[config.mk]
export PLATFORM = sky130hd
export DESIGN_NAME = phy_param_port
export DESIGN_NICKNAME = d
export VERILOG_FILES = /design/src/rtl/phy_param_port.sv
export SDC_FILE = /design/constraint.sdc
export NUM_CORES = 1
export LEC_CHECK = 0
export BUFFER_PORTS_ARGS = -buffer_cell sky130_fd_sc_hd__buf_2
export CORE_MARGIN = 3
export CORE_UTILIZATION = 44
export DETAILED_ROUTE_END_ITERATION = 10
export GPL_TIMING_DRIVEN = 1
export PLACE_DENSITY = 0.64
export REMOVE_ABC_BUFFERS = 1
export SETUP_SLACK_MARGIN = 0.05
export SLEW_MARGIN = 10
export SYNTH_ARGS = -nofsm -noshare
export SYNTH_HDL_FRONTEND = slang
export SYNTH_SLANG_ARGS = --single-unit
[constraint.sdc]
create_clock -name clk -period 8.05 [get_ports clk]
set_input_delay 0.805 -clock clk [delete_from_list [all_inputs] [get_ports clk]]
set_output_delay 0.805 -clock clk [all_outputs]
set_load 0.01 [all_outputs]
[src/rtl/phy_param_port.sv]
module phy_param_port #(
  parameter int BUS_W   = 32,
  parameter int OFS_W   = 16,
  parameter int PADDR_W = 5,
  parameter int PDATA_W = 8,
  parameter int SEL_W   = 3,
  parameter int OUT_LAG = 2
) (
  input  logic             clk,
  input  logic             rst_n,
  input  logic [OFS_W-1:0] bus_addr,
  input  logic             bus_wr_en,
  input  logic             bus_rd_en,
  input  logic [BUS_W-1:0] bus_wdata,
  output logic [BUS_W-1:0] bus_rdata,
  output logic [SEL_W-1:0] phy_port_sel,
  output logic             phy_manual_mode,
  output logic             phy_rst_n
);
  localparam int NPARAM   = 1 << PADDR_W;
  localparam int SEL_LSB  = 9;
  localparam int MAN_BIT  = 8;
  localparam int ADR_LSB  = 1;
  localparam int DAT_LSB  = ADR_LSB + PADDR_W;
  localparam int TIN_W    = DAT_LSB + PDATA_W;
  localparam logic [OFS_W-1:0] OFS_CLK  = 16'h0000;
  localparam logic [OFS_W-1:0] OFS_TIN  = 16'h2000;
  localparam logic [OFS_W-1:0] OFS_TOUT = 16'h2004;
  localparam logic [OFS_W-1:0] OFS_RST  = 16'h200C;

  logic [SEL_W-1:0]   port_sel_q;
  logic               manual_q, rstn_q;
  logic               tin_we_q;
  logic [PADDR_W-1:0] tin_addr_q;
  logic [PDATA_W-1:0] tin_data_q;
  logic [PDATA_W-1:0] param_q [NPARAM];
  logic [PDATA_W-1:0] lag_q [OUT_LAG];
  logic [BUS_W-1:0]   rd_val;
  logic               unused_bits;

  wire hit_clk  = (bus_addr == OFS_CLK);
  wire hit_tin  = (bus_addr == OFS_TIN);
  wire hit_tout = (bus_addr == OFS_TOUT);
  wire hit_rst  = (bus_addr == OFS_RST);

  wire [PADDR_W-1:0] w_addr = bus_wdata[DAT_LSB-1:ADR_LSB];
  wire [PDATA_W-1:0] w_data = bus_wdata[TIN_W-1:DAT_LSB];
  wire commit   = bus_wr_en & hit_tin & bus_wdata[0] & ~tin_we_q;
  wire tout_adv = bus_rd_en & hit_tout;

  assign unused_bits     = ^bus_wdata;
  assign phy_port_sel    = port_sel_q;
  assign phy_manual_mode = manual_q;
  assign phy_rst_n       = rstn_q;

  always_ff @(posedge clk or negedge rst_n) begin
    if (!rst_n) begin
      port_sel_q <= '0;
    end else if (bus_wr_en && hit_clk) begin
      port_sel_q <= bus_wdata[SEL_LSB +: SEL_W];
    end
  end

  always_ff @(posedge clk or negedge rst_n) begin
    if (!rst_n) begin
      manual_q <= 1'b0;
      rstn_q   <= 1'b0;
    end else if (bus_wr_en && hit_rst) begin
      manual_q <= bus_wdata[MAN_BIT];
      rstn_q   <= bus_wdata[0];
    end
  end

  always_ff @(posedge clk or negedge rst_n) begin
    if (!rst_n) begin
      tin_we_q   <= 1'b0;
      tin_addr_q <= '0;
      tin_data_q <= '0;
    end else if (bus_wr_en && hit_tin) begin
      tin_we_q   <= bus_wdata[0];
      tin_addr_q <= w_addr;
      tin_data_q <= w_data;
    end
  end

  for (genvar i = 0; i < NPARAM; i++) begin : g_param
    always_ff @(posedge clk or negedge rst_n) begin
      if (!rst_n) begin
        param_q[i] <= '0;
      end else if (commit && (w_addr == PADDR_W'(i))) begin
        param_q[i] <= w_data;
      end
    end
  end

  for (genvar s = 0; s < OUT_LAG; s++) begin : g_lag
    always_ff @(posedge clk or negedge rst_n) begin
      if (!rst_n) begin
        lag_q[s] <= '0;
      end else if (tout_adv) begin
        if (s == 0) lag_q[s] <= param_q[tin_addr_q];
        else        lag_q[s] <= lag_q[(s == 0) ? 0 : s-1];
      end
    end
  end

  always_comb begin
    rd_val = '0;
    if (hit_clk) begin
      rd_val[SEL_LSB +: SEL_W] = port_sel_q;
    end else if (hit_rst) begin
      rd_val[MAN_BIT] = manual_q;
      rd_val[0]       = rstn_q;
    end else if (hit_tin) begin
      rd_val[0]                    = tin_we_q;
      rd_val[DAT_LSB-1:ADR_LSB]    = tin_addr_q;
      rd_val[TIN_W-1:DAT_LSB]      = tin_data_q;
    end else if (hit_tout) begin
      rd_val[PDATA_W-1:0] = lag_q[OUT_LAG-1];
    end
  end

  always_ff @(posedge clk or negedge rst_n) begin
    if (!rst_n)         bus_rdata <= '0;
    else if (bus_rd_en) bus_rdata <= rd_val;
  end
endmodule


======== After elaboration in Yosys (flattened, before gate mapping) ========
Index checks and enable logic that the tools add are counted.
operators by class
  equal/unequal tests ..................... 34
  magnitude comparators ................... 1
  mux-type cells .......................... 13
  reductions and logical operators ........ 37
  bitwise operators ....................... 6
operators with widths
  cell                                                               count
  5-bit == test, second input constant                               16
  16-bit by 14-bit == test with 1-bit output, second input constant  3
  8-bit binary-select mux with 5-bit select                          1
  5-bit by 4-bit == test with 1-bit output, second input constant    8
  1-bit logical AND                                                  35
  8-bit two-way mux                                                  4
  5-bit by 3-bit == test with 1-bit output, second input constant    4
  16-bit zero test                                                   1
  5-bit by 2-bit == test with 1-bit output, second input constant    2
  9-bit two-way mux                                                  1
  7-bit two-way mux                                                  1
  6-bit greater-or-equal comparator, second input constant           1
  6-bit two-way mux                                                  1
  5-bit inverter with 6-bit output                                   1
  5-bit by 1-bit == test with 1-bit output, second input constant    1
  5-bit zero test                                                    1
  5-bit two-way mux                                                  1
  1-bit AND                                                          4
  3-bit two-way mux                                                  1
  1-bit two-way mux                                                  2
  2-bit two-way mux                                                  1
  1-bit inverter                                                     1
storage, ports and cells
  bits of input ports ..................... 52
  logic and storage cells ................. 132
  register bits ........................... 305
  output and inout bits ................... 37

======== Depth between registers and ports, before layout ========
  word-level depth ........................ 5
  mapped depth ............................ 8
  mapped depth without buffers ............ 5

======== Worst setup path after synthesis ========
OpenSTA, ideal clock, no wires.
  kind .................................... input to register
  start point ............................. in bus_addr[1]
  end point ............................... reg param_q[100] in the netlist's numbering
  library setup time ...................... 0.125 ns
  stages on the path ...................... 7
  slack ................................... 5.299 ns
  data required time ...................... 7.925 ns
  buffers on the path ..................... 2
  arrival ................................. 2.627 ns
  path through ............................ nor4_1 and4_1 nand4_2 buf_6 buf_2 nor2_2 mux2_2
between the ends
  cells in the longest elaborated chain, start to end .. 5
RTL lines
  element                                     RTL line  RTL
  from (decl)                                 11        input logic [OFS_W-1:0] bus_addr,
  16-bit by 14-bit == test with 1-bit output  42        wire hit_tin = (bus_addr == OFS_TIN);
  1-bit AND (3 in series)                     48        wire commit = bus_wr_en & hit_tin & bus_wdata[0] & ~tin_we_q;
  1-bit logical AND                           90        end else if (commit && (w_addr == PADDR_W'(i))) begin
  to (signal, indexed assignment)             91        param_q[i] <= w_data;
  to (decl)                                   36        logic [PDATA_W-1:0] param_q [NPARAM];
No other way between the ends.
A chain may end at the register's enable or synchronous reset.

======== Final worst setup path ========
  start point ............................. reg tin_addr_q[0]
  end point ............................... reg lag_q[9] in the netlist's numbering
between the ends
  cells in the longest elaborated chain, start to end .. 4
RTL lines
  element                                                 RTL line  RTL
  from (decl)                                             34        logic [PADDR_W-1:0] tin_addr_q;
  from (signal assigned)                                  81        tin_addr_q <= w_addr;
  5-bit inverter with 6-bit output (implied by the code)  101       if (s == 0) lag_q[s] <= param_q[tin_addr_q];
  8-bit binary-select mux with 5-bit select               101
  8-bit two-way mux (implied by the code) (2 in series)   101
  to (signal, indexed assignment)                         101
  to (signal, indexed assignment)                         102       else lag_q[s] <= lag_q[(s == 0) ? 0 : s-1];
  to (decl)                                               37        logic [PDATA_W-1:0] lag_q [OUT_LAG];
No other way between the ends. The select of a mux whose other input is x is not followed.

==> implementation parameters <==
Parameter                              Value

Job
  Number of maximum-capacitance constraint violations    0

Clock network
  Number of buffers created by CTS    34
  Buffer depth of the longest clock path    3
  Clk Latency, worst-skew pair    0.52 ns
  Post-cts sizing count    0
  H-tree levels    2
  Post-CTS Setup Inserts    0
  Clock sink total    305
  Number of hold buffers added after CTS    0
  Clock root buffer    clkbuf_16
  TritonCTS clock tree    built
  Clock-pin transition on the worst setup and hold timing paths    roughly 0.060 ns

GRT
  Overall track demand over capacity in global routing    0.178
  Initial antenna violation count    4
  Global-route wire length before repair    ~47,000 um
  Pin count of the biggest net entering global routing    between 150 and 200
  Number of global-route vias before repair    7,944
  Residual overflow from global routing    0

Logic synthesis
  Mean instance size in the synthesized netlist    15.2 um^2
  Sequential area share after synthesis    0.542
  YS warnings    0
  Number of synthesized flops with an enable pin    0
  Async S/R FF share, synth    1.00
  #FFs+latches synth    around 310
  Number of distinct library cells after synthesis    36
  Cell count after synthesis    about 930
  Cell area after synthesis    about 14,000 um^2
  Main synth FF type    dfrtp_1

Drt
  Post-route ant nets    0
  Post-DR vias/cell    approximately 5.7
  Number of search-and-repair iterations in the first detailed-routing pass    4
  Average detailed-routed wire length per instance    about 21 um
  Via count    7,771
  Drc violations    0
  Drt first-iter violations    360
  Total wirelength of the detailed-routed design    between 20,000 and 30,000 um

Power and ir drop
  Leakage power figure    around 0.0075 uW
  Combinational share of power    0.027
  Maximum resistive drop on vdd    0.000150 V
  Switching power    about 680 uW
  Power density over the cells    205 nW/um^2
  Part of the total power dissipated in the clock network    0.496
  Internal Power    between 2000 and 3000 uW
  Switching share of power    0.211
  Fraction of power consumed by sequential logic    0.477

Floorplan
  FP Rows    64
  Number of top-level pins    about 90
  Initial Util    0.453
  Vertical die dimension    about 180 um
  Area enclosed by the die boundary    around 34,000 um^2
  Width of the chip    roughly 180 um
  Total core area    ~31,000 um^2

Critical path
  Startpoint Class    register
  Arrival time of the worst setup path    roughly 3.9 ns
  Type of the worst setup path    reg2reg
  Endpoint kind of the worst setup timing path    register
  Crit Path Max Fanout    43
  Worst Reg-to-Reg Cells    5
  Instance count on the critical path    5
  Critical path buffer and inverter count    1
  Required @ worst endpoint    8.44 ns
  Worst path top cell family by delay    multiplexers
  Slowest cell delay on critical path    about 0.8 ns
  Cell with the biggest individual delay on the critical path    buf_4
  Critical path cell sequence    buf_4 -> mux4_2 -> mux4_2 -> mux2_2 -> mux2_2

Cells and area
  Number of nets in the layout    between 900 and 1,000
  Area growth syn-to-layout    11.5%
  Post-route insts no fill    approximately 1,400
  Final Util    0.506
  Share of post-route cells with drive strength above 1    0.508

Timing
  Final hold viol count    0
  Clock Skews    0.0143 ns
  Relative slew slack    0.329
  Summed negative setup slack over all endpoints    0 ns
  Setup repair after global routing missed its margin    no
  Post-route fraction of the period consumed by the critical path    0.431
  Top achievable clock speed    288 MHz
  Final number of max-transition violations    0
  Slew at the pin closest to its max-slew limit    roughly 1 ns
  Final setup viols    0
  Minimum period implied by the final worst setup slack    3.47 ns
  Worst slack on hold paths    0.250 ns

Run status
  Result of the run    completed

Place
  Dpl hpwl    about 18,000 um
  Cell total after placement    ~1,300
  Port Buf Inserts    52
  Placer's final routability congestion estimate    roughly 0.76

Worst hold path
  HP Class    in2async
==> cells in the final DEF (no fill, tap or decap), types with 5 or more instances in the layout <==
cell,instances
inv_1,16
conb_1,18
nor2_1,7
clkbuf_8,9
or4_1,8
nand4_1,7
o21ai_0,5
nor2_2,6
buf_4,5
clkbuf_1,9
nand3_1,17
nor3_1,6
nor4_4,8
clkbuf_16,34
nand2_1,46
mux2_2,286
mux4_2,80
buf_2,51
dfrtp_1,303
==> power groups by stage <==
stage                     combinational (uW)  clock, uW  sequential [uW]
after global routing                    99.8       1710             1530
after detailed placement                89.8          0             1560
after global placement                  88.9          0             1560
after CTS                               90.2       1640             1530
final                                   87.8       1600             1540
after floorplan                         16.2          0             1560
==> per-stage QoR <==
stage | instance area [um^2] | worst slack [ns] | power [uW]
floorplan | 13700 | 3.73 | 1580
global placement | 14500 | 4.45 | 1650
detailed placement | 14500 | 4.43 | 1650
CTS | 15700 | 4.48 | 3260
global route | 15700 | 4.37 | 3340
finish | 15700 | 4.58 | 3220
==> final timing paths <==
check	start	end	slack [ns]
max reg2reg	tin_addr_q[0]	lag_q[9]	4.58
min in group clk	tin_data_q[3]	tin_data_q[3]	0.47
min	rst_n	param_q[183]	0.25
max	tin_addr_q[0]	lag_q[9]	4.58
max in group asynchronous	rst_n	tin_addr_q[0]	6.42
min reg2reg	tin_data_q[3]	tin_data_q[3]	0.47
==> cell usage after synthesis (2+ instances only) <==
master      n  area share
dfrtp_1   305        0.54
o21ai_0     5      0.0018
a21oi_1     3      0.0011
nand4_1     7      0.0031
nor3_1      6      0.0021
inv_1      16      0.0043
mux2_2    286        0.23
and4_1      3      0.0019
buf_2      15      0.0053
nor2b_1     2     0.00089
clkbuf_1   48       0.013
mux2i_1     4      0.0028
nor2_2      6      0.0027
o221ai_1    3      0.0019
o22ai_1     4      0.0018
or4_1       8      0.0043
nand3b_1    3      0.0016
nand3_1    17      0.0060
nor4_1      2     0.00089
nor4_4      8       0.012
nand2_1    46       0.012
buf_1       8      0.0021
a22oi_1     3      0.0016
buf_6       2      0.0016
buf_4      18      0.0096
nor2_1      7      0.0019
and3_1      2     0.00089
mux4_2     80        0.13
nor3b_1     2      0.0011
==> cells by family after synthesis <==
group	count (synthesis)	synth area share
mux	370	0.359
flops	305	0.542
compound gates	19	0.00870
simple gates	123	0.0540
other cells	1	0.000266
buf+inv	108	0.0360
==> metal layers <==
metal	wire length (um)	track usage
met1	13400	0.261
met2	13500	0.275
met3	1680	0.0332
met4	668	0.0468
met5	30	0
==> registers in the layout, indices dropped and copies added (netlist names) <==
register         flops
tin_we_q             1
tin_data_q           8
phy_rst_n            1
lag_q               16
tin_addr_q           5
param_q            256
bus_rdata           14
phy_port_sel         3
phy_manual_mode      1
==> cell type report <==
type | instances | area (um^2)
inverter | 17 | 63.8
fill | 2636 | 15400
sequential | 305 | 7640
multi-input combinational | 530 | 6010
tap | 396 | 495
clock inverter | 8 | 159
antenna | 1 | 2.50
timing repair buffer | 58 | 328
clock buffer | 52 | 1010
Note: power is estimated with default switching activity, not from simulation.
